## config.mk

```make
export PLATFORM = sky130hd
export DESIGN_NAME = frame_boundary_det
export DESIGN_NICKNAME = d
export VERILOG_FILES = /design/src/rtl/frame_det_pkg.sv /design/src/rtl/frame_hist_shift.sv /design/src/rtl/frame_pat_cmp.sv /design/src/rtl/frame_pulse_gen.sv /design/src/rtl/frame_boundary_det.sv
export SDC_FILE = /design/constraint.sdc
export NUM_CORES = 1
export LEC_CHECK = 0
export BUFFER_PORTS_ARGS = -buffer_cell sky130_fd_sc_hd__buf_2
export CAP_MARGIN = 40
export CORE_MARGIN = 2
export CORE_UTILIZATION = 30
export CTS_CLUSTER_SIZE = 30
export DETAILED_ROUTE_END_ITERATION = 10
export HOLD_SLACK_MARGIN = 0.12
export PLACE_DENSITY_LB_ADDON = 0.05
export SKIP_CTS_REPAIR_TIMING = 1
export SKIP_LAST_GASP = 1
export SLEW_MARGIN = 40
export SYNTH_ARGS = -nofsm -noshare
export SYNTH_HDL_FRONTEND = slang
export SYNTH_SLANG_ARGS = --single-unit
```

## constraint.sdc

```tcl
create_clock -name clk_i -period 2.7 [get_ports clk_i]
set_clock_uncertainty 0.05 [all_clocks]
set_input_delay 0.405 -clock clk_i [delete_from_list [all_inputs] [get_ports clk_i]]
set_output_delay 0.405 -clock clk_i [all_outputs]
set_load 0.005 [all_outputs]
```

## src/rtl/frame_det_pkg.sv

```systemverilog
package frame_det_pkg;

   localparam int unsigned OCTET_W = 8;
   localparam logic [OCTET_W-1:0] A1_DEFAULT = 8'hF6;
   localparam logic [OCTET_W-1:0] A2_DEFAULT = 8'h28;

   // Number of bytes in the match window, the current byte included
   function automatic int unsigned window_len(int unsigned lead_a1, int unsigned match_a2);
      return lead_a1 + match_a2;
   endfunction

endpackage

```

## src/rtl/frame_hist_shift.sv

```systemverilog
module frame_hist_shift #(
   parameter int unsigned WIDTH = 8,
   parameter int unsigned DEPTH = 2
) (
   input  logic                        clk_i,
   input  logic                        rst_i,
   input  logic                        valid_i,
   input  logic [WIDTH-1:0]            byte_i,
   output logic [DEPTH-1:0][WIDTH-1:0] hist_o,
   output logic [DEPTH-1:0]            hist_vld_o
);

   // Stage 0 holds the newest byte. A valid-low cycle empties every stage.
   for (genvar s = 0; s < DEPTH; s++) begin : g_stage
      logic [WIDTH-1:0] src_data;
      logic             src_vld;

      if (s == 0) begin : g_head
         assign src_data = byte_i;
         assign src_vld  = 1'b1;
      end else begin : g_tail
         assign src_data = hist_o[s-1];
         assign src_vld  = hist_vld_o[s-1];
      end

      always_ff @(posedge clk_i) begin
         if (rst_i || !valid_i) begin
            hist_o[s]     <= '0;
            hist_vld_o[s] <= 1'b0;
         end else begin
            hist_o[s]     <= src_data;
            hist_vld_o[s] <= src_vld;
         end
      end
   end

endmodule

```

## src/rtl/frame_pat_cmp.sv

```systemverilog
module frame_pat_cmp #(
   parameter int unsigned      WIDTH    = 8,
   parameter int unsigned      LEAD_A1  = 2,
   parameter int unsigned      MATCH_A2 = 1,
   parameter logic [WIDTH-1:0] A1_PAT   = 8'hF6,
   parameter logic [WIDTH-1:0] A2_PAT   = 8'h28,
   parameter int unsigned      HDEPTH   = LEAD_A1 + MATCH_A2 - 1
) (
   input  logic [WIDTH-1:0]             byte_i,
   input  logic [HDEPTH-1:0][WIDTH-1:0] hist_i,
   input  logic [HDEPTH-1:0]            hist_vld_i,
   output logic                         hit_o
);

   localparam int unsigned WLEN = LEAD_A1 + MATCH_A2;

   logic [WLEN-1:0] slot_ok;

   // Slot 0 is the current byte. Slots below MATCH_A2 expect A2; older slots expect A1.
   for (genvar p = 0; p < WLEN; p++) begin : g_slot
      localparam logic [WIDTH-1:0] EXP = (p < MATCH_A2) ? A2_PAT : A1_PAT;
      if (p == 0) begin : g_cur
         assign slot_ok[p] = (byte_i == EXP);
      end else begin : g_old
         assign slot_ok[p] = hist_vld_i[p-1] && (hist_i[p-1] == EXP);
      end
   end

   assign hit_o = &slot_ok;

endmodule

```

## src/rtl/frame_pulse_gen.sv

```systemverilog
module frame_pulse_gen (
   input  logic clk_i,
   input  logic rst_i,
   input  logic valid_i,
   input  logic hit_i,
   output logic pulse_o
);

   always_ff @(posedge clk_i) begin
      if (rst_i) pulse_o <= 1'b0;
      else       pulse_o <= valid_i && hit_i;
   end

endmodule

```

## src/rtl/frame_boundary_det.sv

```systemverilog
module frame_boundary_det
   import frame_det_pkg::*;
#(
   parameter int unsigned       DATA_W   = OCTET_W,
   parameter int unsigned       LEAD_A1  = 2,
   parameter int unsigned       MATCH_A2 = 1,
   parameter logic [DATA_W-1:0] A1_PAT   = A1_DEFAULT,
   parameter logic [DATA_W-1:0] A2_PAT   = A2_DEFAULT
) (
   input  logic              clk_i,
   input  logic              rst_i,
   input  logic              valid_i,
   input  logic [DATA_W-1:0] byte_i,
   output logic              frame_pulse_o
);

   localparam int unsigned WLEN   = window_len(LEAD_A1, MATCH_A2);
   localparam int unsigned HDEPTH = WLEN - 1;

   if (LEAD_A1 < 1 || LEAD_A1 > 4) begin : g_bad_lead
      $error("frame_boundary_det: LEAD_A1 must be 1..4");
   end
   if (MATCH_A2 < 1 || MATCH_A2 > 3) begin : g_bad_match
      $error("frame_boundary_det: MATCH_A2 must be 1..3");
   end
   if (A1_PAT == A2_PAT) begin : g_bad_pat
      $error("frame_boundary_det: A1 and A2 patterns must differ");
   end

   logic [HDEPTH-1:0][DATA_W-1:0] hist;
   logic [HDEPTH-1:0]             hist_vld;
   logic                          hit;

   frame_hist_shift #(
      .WIDTH (DATA_W),
      .DEPTH (HDEPTH)
   ) hist_i (
      .clk_i      (clk_i),
      .rst_i      (rst_i),
      .valid_i    (valid_i),
      .byte_i     (byte_i),
      .hist_o     (hist),
      .hist_vld_o (hist_vld)
   );

   frame_pat_cmp #(
      .WIDTH    (DATA_W),
      .LEAD_A1  (LEAD_A1),
      .MATCH_A2 (MATCH_A2),
      .A1_PAT   (A1_PAT),
      .A2_PAT   (A2_PAT),
      .HDEPTH   (HDEPTH)
   ) cmp_i (
      .byte_i     (byte_i),
      .hist_i     (hist),
      .hist_vld_i (hist_vld),
      .hit_o      (hit)
   );

   frame_pulse_gen pulse_i (
      .clk_i   (clk_i),
      .rst_i   (rst_i),
      .valid_i (valid_i),
      .hit_i   (hit),
      .pulse_o (frame_pulse_o)
   );

endmodule

```

Word level (Yosys, flattened, before mapping)
Index checks and enable logic that the tools add are counted.
- bits in registers: 19
- input port bits: 11
- output and inout bits: 1
- muxes and demuxes: 1
- reductions and logical operators: 6
- equality and inequality tests: 3
- operator list (cell ; count):
    8-bit == test (second input constant) ; 2
    8-bit by 6-bit == test with 1-bit output (second input constant) ; 1
    1-bit logical AND ; 3
    3-bit AND reduction ; 1
    1-bit logical NOT ; 1
    1-bit logical OR ; 1
    1-bit 2-to-1 mux ; 1

Logic depth before layout (Yosys ltp)
Gate-level depths: netlist (run 1).
- depth after elaboration: 4
- gate-level depth with buffers: 4
- depth with buffers taken out: 3

By module
Synthesis (run 1) repeated with hierarchy kept, for this count alone.
- cell total of the unflattened synthesis: 50
- area, all modules: 664.4 µm²
- by module, submodules not included (module ; sequential area each (µm²) ; area an instance (µm²) ; cells each ; times used):
    frame_hist_shift ; 360.3 ; 544.3 ; 39 ; 1
    frame_pat_cmp ; 0.0 ; 91.3 ; 9 ; 1
    frame_pulse_gen ; 20.0 ; 28.8 ; 2 ; 1

Worst setup path before layout (run 1)
No wires, ideal clock.
- path kind: input to register
- start point: input port byte_i[2]
- end point: register pulse_i.pulse_o
- path buffers: 0
- arrival: 1389 ps
- setup slack: 1174 ps
- cell stages on the path: 3
- path through: or4b_1 or3_1 nor4_2
- longest elaborated chain between the ends: 3
- RTL lines (what ; RTL line ; text):
    from (decl) ; frame_boundary_det.sv:13 ; input logic [DATA_W-1:0] byte_i,
    8-bit by 6-bit == test with 1-bit output ; frame_pat_cmp.sv:23 ; assign slot_ok[p] = (byte_i == EXP);
    3-bit AND reduction ; frame_pat_cmp.sv:29 ; assign hit_o = &slot_ok;
    1-bit logical AND ; frame_pulse_gen.sv:11 ; else pulse_o <= valid_i && hit_i;
    to (signal assigned) ; frame_pulse_gen.sv:11 ;
    to (decl) ; frame_pulse_gen.sv:6 ; output logic pulse_o
No other way between the ends.
A chain may end at the register's enable or synchronous reset.

Worst setup path after layout (run 1)
- start point: register hist_i.hist_o[14] in the netlist's numbering
- end point: register pulse_i.pulse_o
- longest elaborated chain between the ends: 4
- RTL lines (what ; RTL line ; text):
    from (decl) ; frame_hist_shift.sv:9 ; output logic [DEPTH-1:0][WIDTH-1:0] hist_o,
    from (signal, indexed assignment) ; frame_hist_shift.sv:31 ; hist_o[s] <= src_data;
    8-bit == test ; frame_pat_cmp.sv:25 ; assign slot_ok[p] = hist_vld_i[p-1] && (hist_i[p-1] == EXP);
    1-bit logical AND ; frame_pat_cmp.sv:25 ;
    3-bit AND reduction ; frame_pat_cmp.sv:29 ;
    1-bit logical AND ; frame_pulse_gen.sv:11 ;
No other way between the ends.

==> reports/qor.csv, run 1 <==
metric,value,unit
placed cell areas,664,um^2
synthesized cell area,578,um^2
Post-synth EDFFs,0,
post-route cell area,691,um^2
clk sink count,19,
top cell type's share of synthesized area,65.8,%
vias in the first global route,346,
Hold Crit Start,byte_i[5],
largest net degree at the start of global routing,20,
Pwr Total,0.447,mW
min-delay worst type,in2reg,
Synth area leader,dfxtp_1,
area delta synth->final,19.5,%
Ports,12,
total CTS buffers,3,
Final Hold Viols,0,
WL final,846,um
syn nets,60,
Synth top cells by count,"dfxtp_1, and2_1, clkbuf_1, nand4_1, nor4b_1",
Max IR drop VDD,0.370,mV
Critical Path RT,2.87,ns
CTS tree,built,
total gr overflow,0,
Period minus WS final,1.42,ns
setup tns final,0,ns
wire length of the first global-routing pass,1.44,mm
initial antenna violation count,0,
Crit Path Class,reg2reg,
Routability Congestion,0.674,
Synth warnings,0,
Slew HR,79.7,%
die footprint,2290,um^2
hold depth,2,
# DRC,0,
vias per cell,4.15,
worst r2r path cells,3,
max-slew violations,0,
vias after detailed routing,365,
CP Data Arrival Time,1.58,ns
Routed Antenna Nets,0,
die height,47.9,um
CP Capture Type,flip-flop,
hpwl dp,619,um
outcome,finished clean,
PD cells,647,nW/um^2
Site Rows,15,
drt pass-1 iters,4,
worst-skew pair later-pin latency,0.29,ns
Starting Density,32.8,%
most common cell in the synthesized netlist,dfxtp_1,
GR Util All Layers,9.85,%
ANT cells,0,
share of cells above drive strength 1,27.0,%
post-synth cell types,13,
"FFs w/ async S/R, synth",0,%
Min-Delay Endpoint,hist_i.g_stage[1].src_data[5],
"Seq/Total Area, Yosys",65.8,%
Syn Area/Cell,11.8,um^2
fin util,39.1,%
Routed wire per std cell,9.61,um
Initial DRC Count,3,
Max Root-Sink Buffers,2,
max cap viols,0,
synthesized instance count,49,
H-Tree Depth,1,
"Primary FF master, synth",dfxtp_1,
worst slew pin tran,0.300,ns
Critical R2R Capture,pulse_i.pulse_o,
# fillers,190,
leakage,0.276,nW
core box area,1760,um^2
Seq cells post-synth,19,
period utilization,52.5,%
# nets final,75,
top area cells in the synthesized netlist,"dfxtp_1, and2_1, nor4b_1, nand4_1, nor4_2",
crit path max fanout,1,
"Setup violations, final",0,
clk slew on worst S/H paths,0.10,ns
# port buffers,11,
Die W,47.9,um
Setup crit start kind,flip-flop,
"setup slack, reg-to-reg",1.28,ns
RSZ-0062 raised after global routing,no,
Root Driver,clkbuf_4,
R2R Path Start,hist_i.hist_o[14],
Fmax achieved,0.705,GHz
-- final cells by class --
cell class	instances	area, um^2	share of cell area (%)
clock buffer	4	26.3	3.80
multi-input combinational	28	190	27.5
timing repair buffer	12	62.6	9.06
tap	25	31.3	4.53
sequential	19	380	55.1
-- metrics by stage --
| step | setup slack [ns] | hold WS [ns] | instances |
|---|---|---|---|
| floorplan | 1.17 | 0.371 | 49 |
| global placement | 1.05 | 0.384 | 84 |
| detailed placement | 1.01 | 0.390 | 84 |
| CTS | 1.28 | 0.258 | 88 |
| global route | 1.21 | 0.259 | 88 |
| finish | 1.28 | 0.266 | 88 |
-- sequential cells by signal, summed over array words and instances (netlist names) --
register and flops:
hist_i.g_stage.src_data 8, hist_i.g_stage.src_vld 1, hist_i.hist_o 8, hist_i.hist_vld_o 1
pulse_i.pulse_o 1
-- cells in the final DEF (no fill, tap or decap), drive strengths merged --
cell type,instances
nand4b,1
dfxtp,19
clkbuf,4
or4b,1
nor4b,2
buf,12
and2,17
nand4,2
nor2b,1
or3,1
nor4,1
nand3,1
nand2,1
-- worst max-delay path: stages, from the launching register on --
cell and delay, ns:
dfxtp_1 0.32, or4b_1 0.45, or3_1 0.40, nor4_2 0.12
-- cell families (layout without fill, tap and decap cells) --
logic type,count (synthesis),in the layout,synth area share [%]
buffers and inverters,2,16,1.30
and+or+nand+nor,28,28,32.9
DFF,19,19,65.8
-- routing by layer --
metal	vias to the layer above	part of all wire, %	GRT usage, %	routed length, um
li1	190	-	-	-
met1	163	49	11.7	414
met2	10	43	14.1	367
met3	2	5.9	6.79	50
met4	0	1.7	3.24	14
met5	-	0	0	0
-- how the worst max path moves through the flow --
stage / start / end / slack, ns / cells after the start
floorplan: byte_i[2] / pulse_i.pulse_o / 1.17 / 3
global placement: byte_i[2] / pulse_i.pulse_o / 1.05 / 4
detailed placement: byte_i[2] / pulse_i.pulse_o / 1.01 / 4
CTS: hist_i.hist_o[14] / pulse_i.pulse_o / 1.28 / 3
global route: hist_i.hist_o[14] / pulse_i.pulse_o / 1.21 / 3
finish: hist_i.hist_o[14] / pulse_i.pulse_o / 1.28 / 3
-- power breakdown --
| part | switching [mW] | leakage, nW | internal, mW |
|---|---|---|---|
| clock | 0.0801 | 0.0150 | 0.0575 |
| sequential | 0.00291 | 0.155 | 0.288 |
| combinational | 0.00757 | 0.106 | 0.0108 |
Power figures use the tool's default switching activity.
==> run 2, diff against run 1 <==
- clock period: 2.7 -> 1.2 ns (I/O delays scaled with it)
==> run 2 against run 1 <==
  * The run now ends with setup timing left
  * Largest cell class unchanged
  * First-iteration DRC count decreased by 67%
  * Non-clock buffer count rose by 8
  * Clock power grew 130%
  * Critical path type unchanged
  * Design area is 11% higher
  * Die area unchanged
  * Total power up 130%
  * Sequential power is 130% higher
  * Utilization rose by 4.3 points
==> reports/qor.csv, run 2 (synthesis results as in run 1) <==
metric,value,unit
outcome,finished with violations,
violated checks,setup timing,
min-delay worst type,in2reg,
Crit Path Class,reg2reg,
Max Root-Sink Buffers,2,
Slew HR,79.0,%
RSZ-0062 raised after global routing,yes,
drt pass-1 iters,2,
Critical Path RT,1.37,ns
critical path's slowest cell,or4b_1,
Clk network pwr share,30.8,%
Final Hold Viols,0,
max-slew violations,0,
Routed Antenna Nets,0,
Fmax achieved,0.752,GHz
GR Util All Layers,9.90,%
CP Capture Type,flip-flop,
hpwl dp,681,um
Routed wire per std cell,9.69,um
crit-path max cell delay,0.44,ns
Routability Congestion,0.637,
most frequent cells in the layout,"dfxtp_1, and2_1, buf_2",
initial antenna violation count,0,
PD cells,1350,nW/um^2
H-Tree Depth,1,
Setup crit start kind,flip-flop,
hold depth,2,
wire length of the first global-routing pass,1.52,mm
clk sink count,19,
# port buffers,11,
total CTS buffers,3,
core box area,1760,um^2
clk slew on worst S/H paths,0.11,ns
Starting Density,32.8,%
Seq pwr share,63.2,%
Period minus WS final,1.33,ns
period utilization,111,%
setup tns final,-0.130,ns
Pwr Total,1.04,mW
Max IR drop VDD,0.697,mV
Die W,47.9,um
max cap viols,0,
# nets final,83,
crit-path cells,or4b_1 -> or3_1 -> nor4_2,
Power Internal,0.814,mW
"Setup violations, final",1,
Net Sw Frac,21.4,%
worst slew pin tran,0.311,ns
Net Sw Power,0.222,mW
vias per cell,4.07,
area delta synth->final,32.7,%
leakage,0.314,nW
vias in the first global route,361,
crit path max fanout,1,
vias after detailed routing,391,
worst-skew pair later-pin latency,0.30,ns
worst r2r path cells,3,
"commonest non-fill, non-tap cell in the layout",dfxtp_1,
Gate power share,5.9,%
Root Driver,clkbuf_4,
die footprint,2290,um^2
final worst setup slack,-0.130,ns
die height,47.9,um
# DRC,0,
Site Rows,15,
Place WS,-0.196,ns
WL final,930,um
total gr overflow,0,
CTS tree,built,
largest net degree at the start of global routing,12,
share of cells above drive strength 1,28.2,%
Ports,12,
ANT cells,0,
Initial DRC Count,1,
CP Data Arrival Time,1.50,ns
## run 2: cell count changes in the layout (fill, tap and decap cells not counted)
cell / before / now
clkbuf_1: 1 / 0
clkinv_2: 0 / 1
buf_4: 1 / 3
dlygate4sd3_1: 0 / 6
## run 2: path summary, 6_finish.rpt
path	slack, ns	to	from
max	-0.13	pulse_i.pulse_o	hist_i.hist_o[14]
min	0.05	hist_i.g_stage[1].src_data[7]	byte_i[7]
min reg2reg	0.40	hist_i.hist_o[9]	hist_i.g_stage[1].src_data[1]
max reg2reg	-0.13	pulse_i.pulse_o	hist_i.hist_o[14]
## run 2: layout make-up
cell class / count / area (um^2)
fill: 195 / 997
sequential: 19 / 380
multi-input combinational: 28 / 190
timing repair buffer: 20 / 138
tap: 25 / 31.3
clock buffer: 3 / 22.5
clock inverter: 1 / 5.00
## run 2: power groups by stage
stage	clock, mW	combinational, mW	sequential [mW]
2_1_floorplan	0	0.0196	0.667
3_3_place_gp	0	0.0472	0.670
3_5_place_dp	0	0.0474	0.670
4_1_cts	0.338	0.0480	0.655
5_1_grt	0.356	0.0701	0.658
6_report	0.319	0.0616	0.655
## run 2: through the flow
stage / util [%] / hold WS (ns) / instance area, um^2 / instances
after detailed placement: 38.5 / 0.345 / 679 / 86
after global routing: 43.5 / 0.0581 / 767 / 96
after CTS: 40.1 / 0.0322 / 707 / 90
final: 43.5 / 0.0500 / 767 / 96
after floorplan: - / 0.252 / 578 / 49
after global placement: 38.5 / 0.349 / 679 / 86
## run 2: critical path, delay by kind of cell (launching register included)
family | cells | cell delay [ns]
and+or+nand+nor | 3 | 0.89
DFF | 1 | 0.32
## run 2: metal layers
layer | GRT usage, % | vias to the layer above | share of wire, %
met3 | 5.66 | 0 | 5.1
met1 | 11.4 | 175 | 49
li1 | - | 207 | -
met5 | 0 | - | 0
met2 | 16.3 | 9 | 45
met4 | 1.62 | 0 | 0
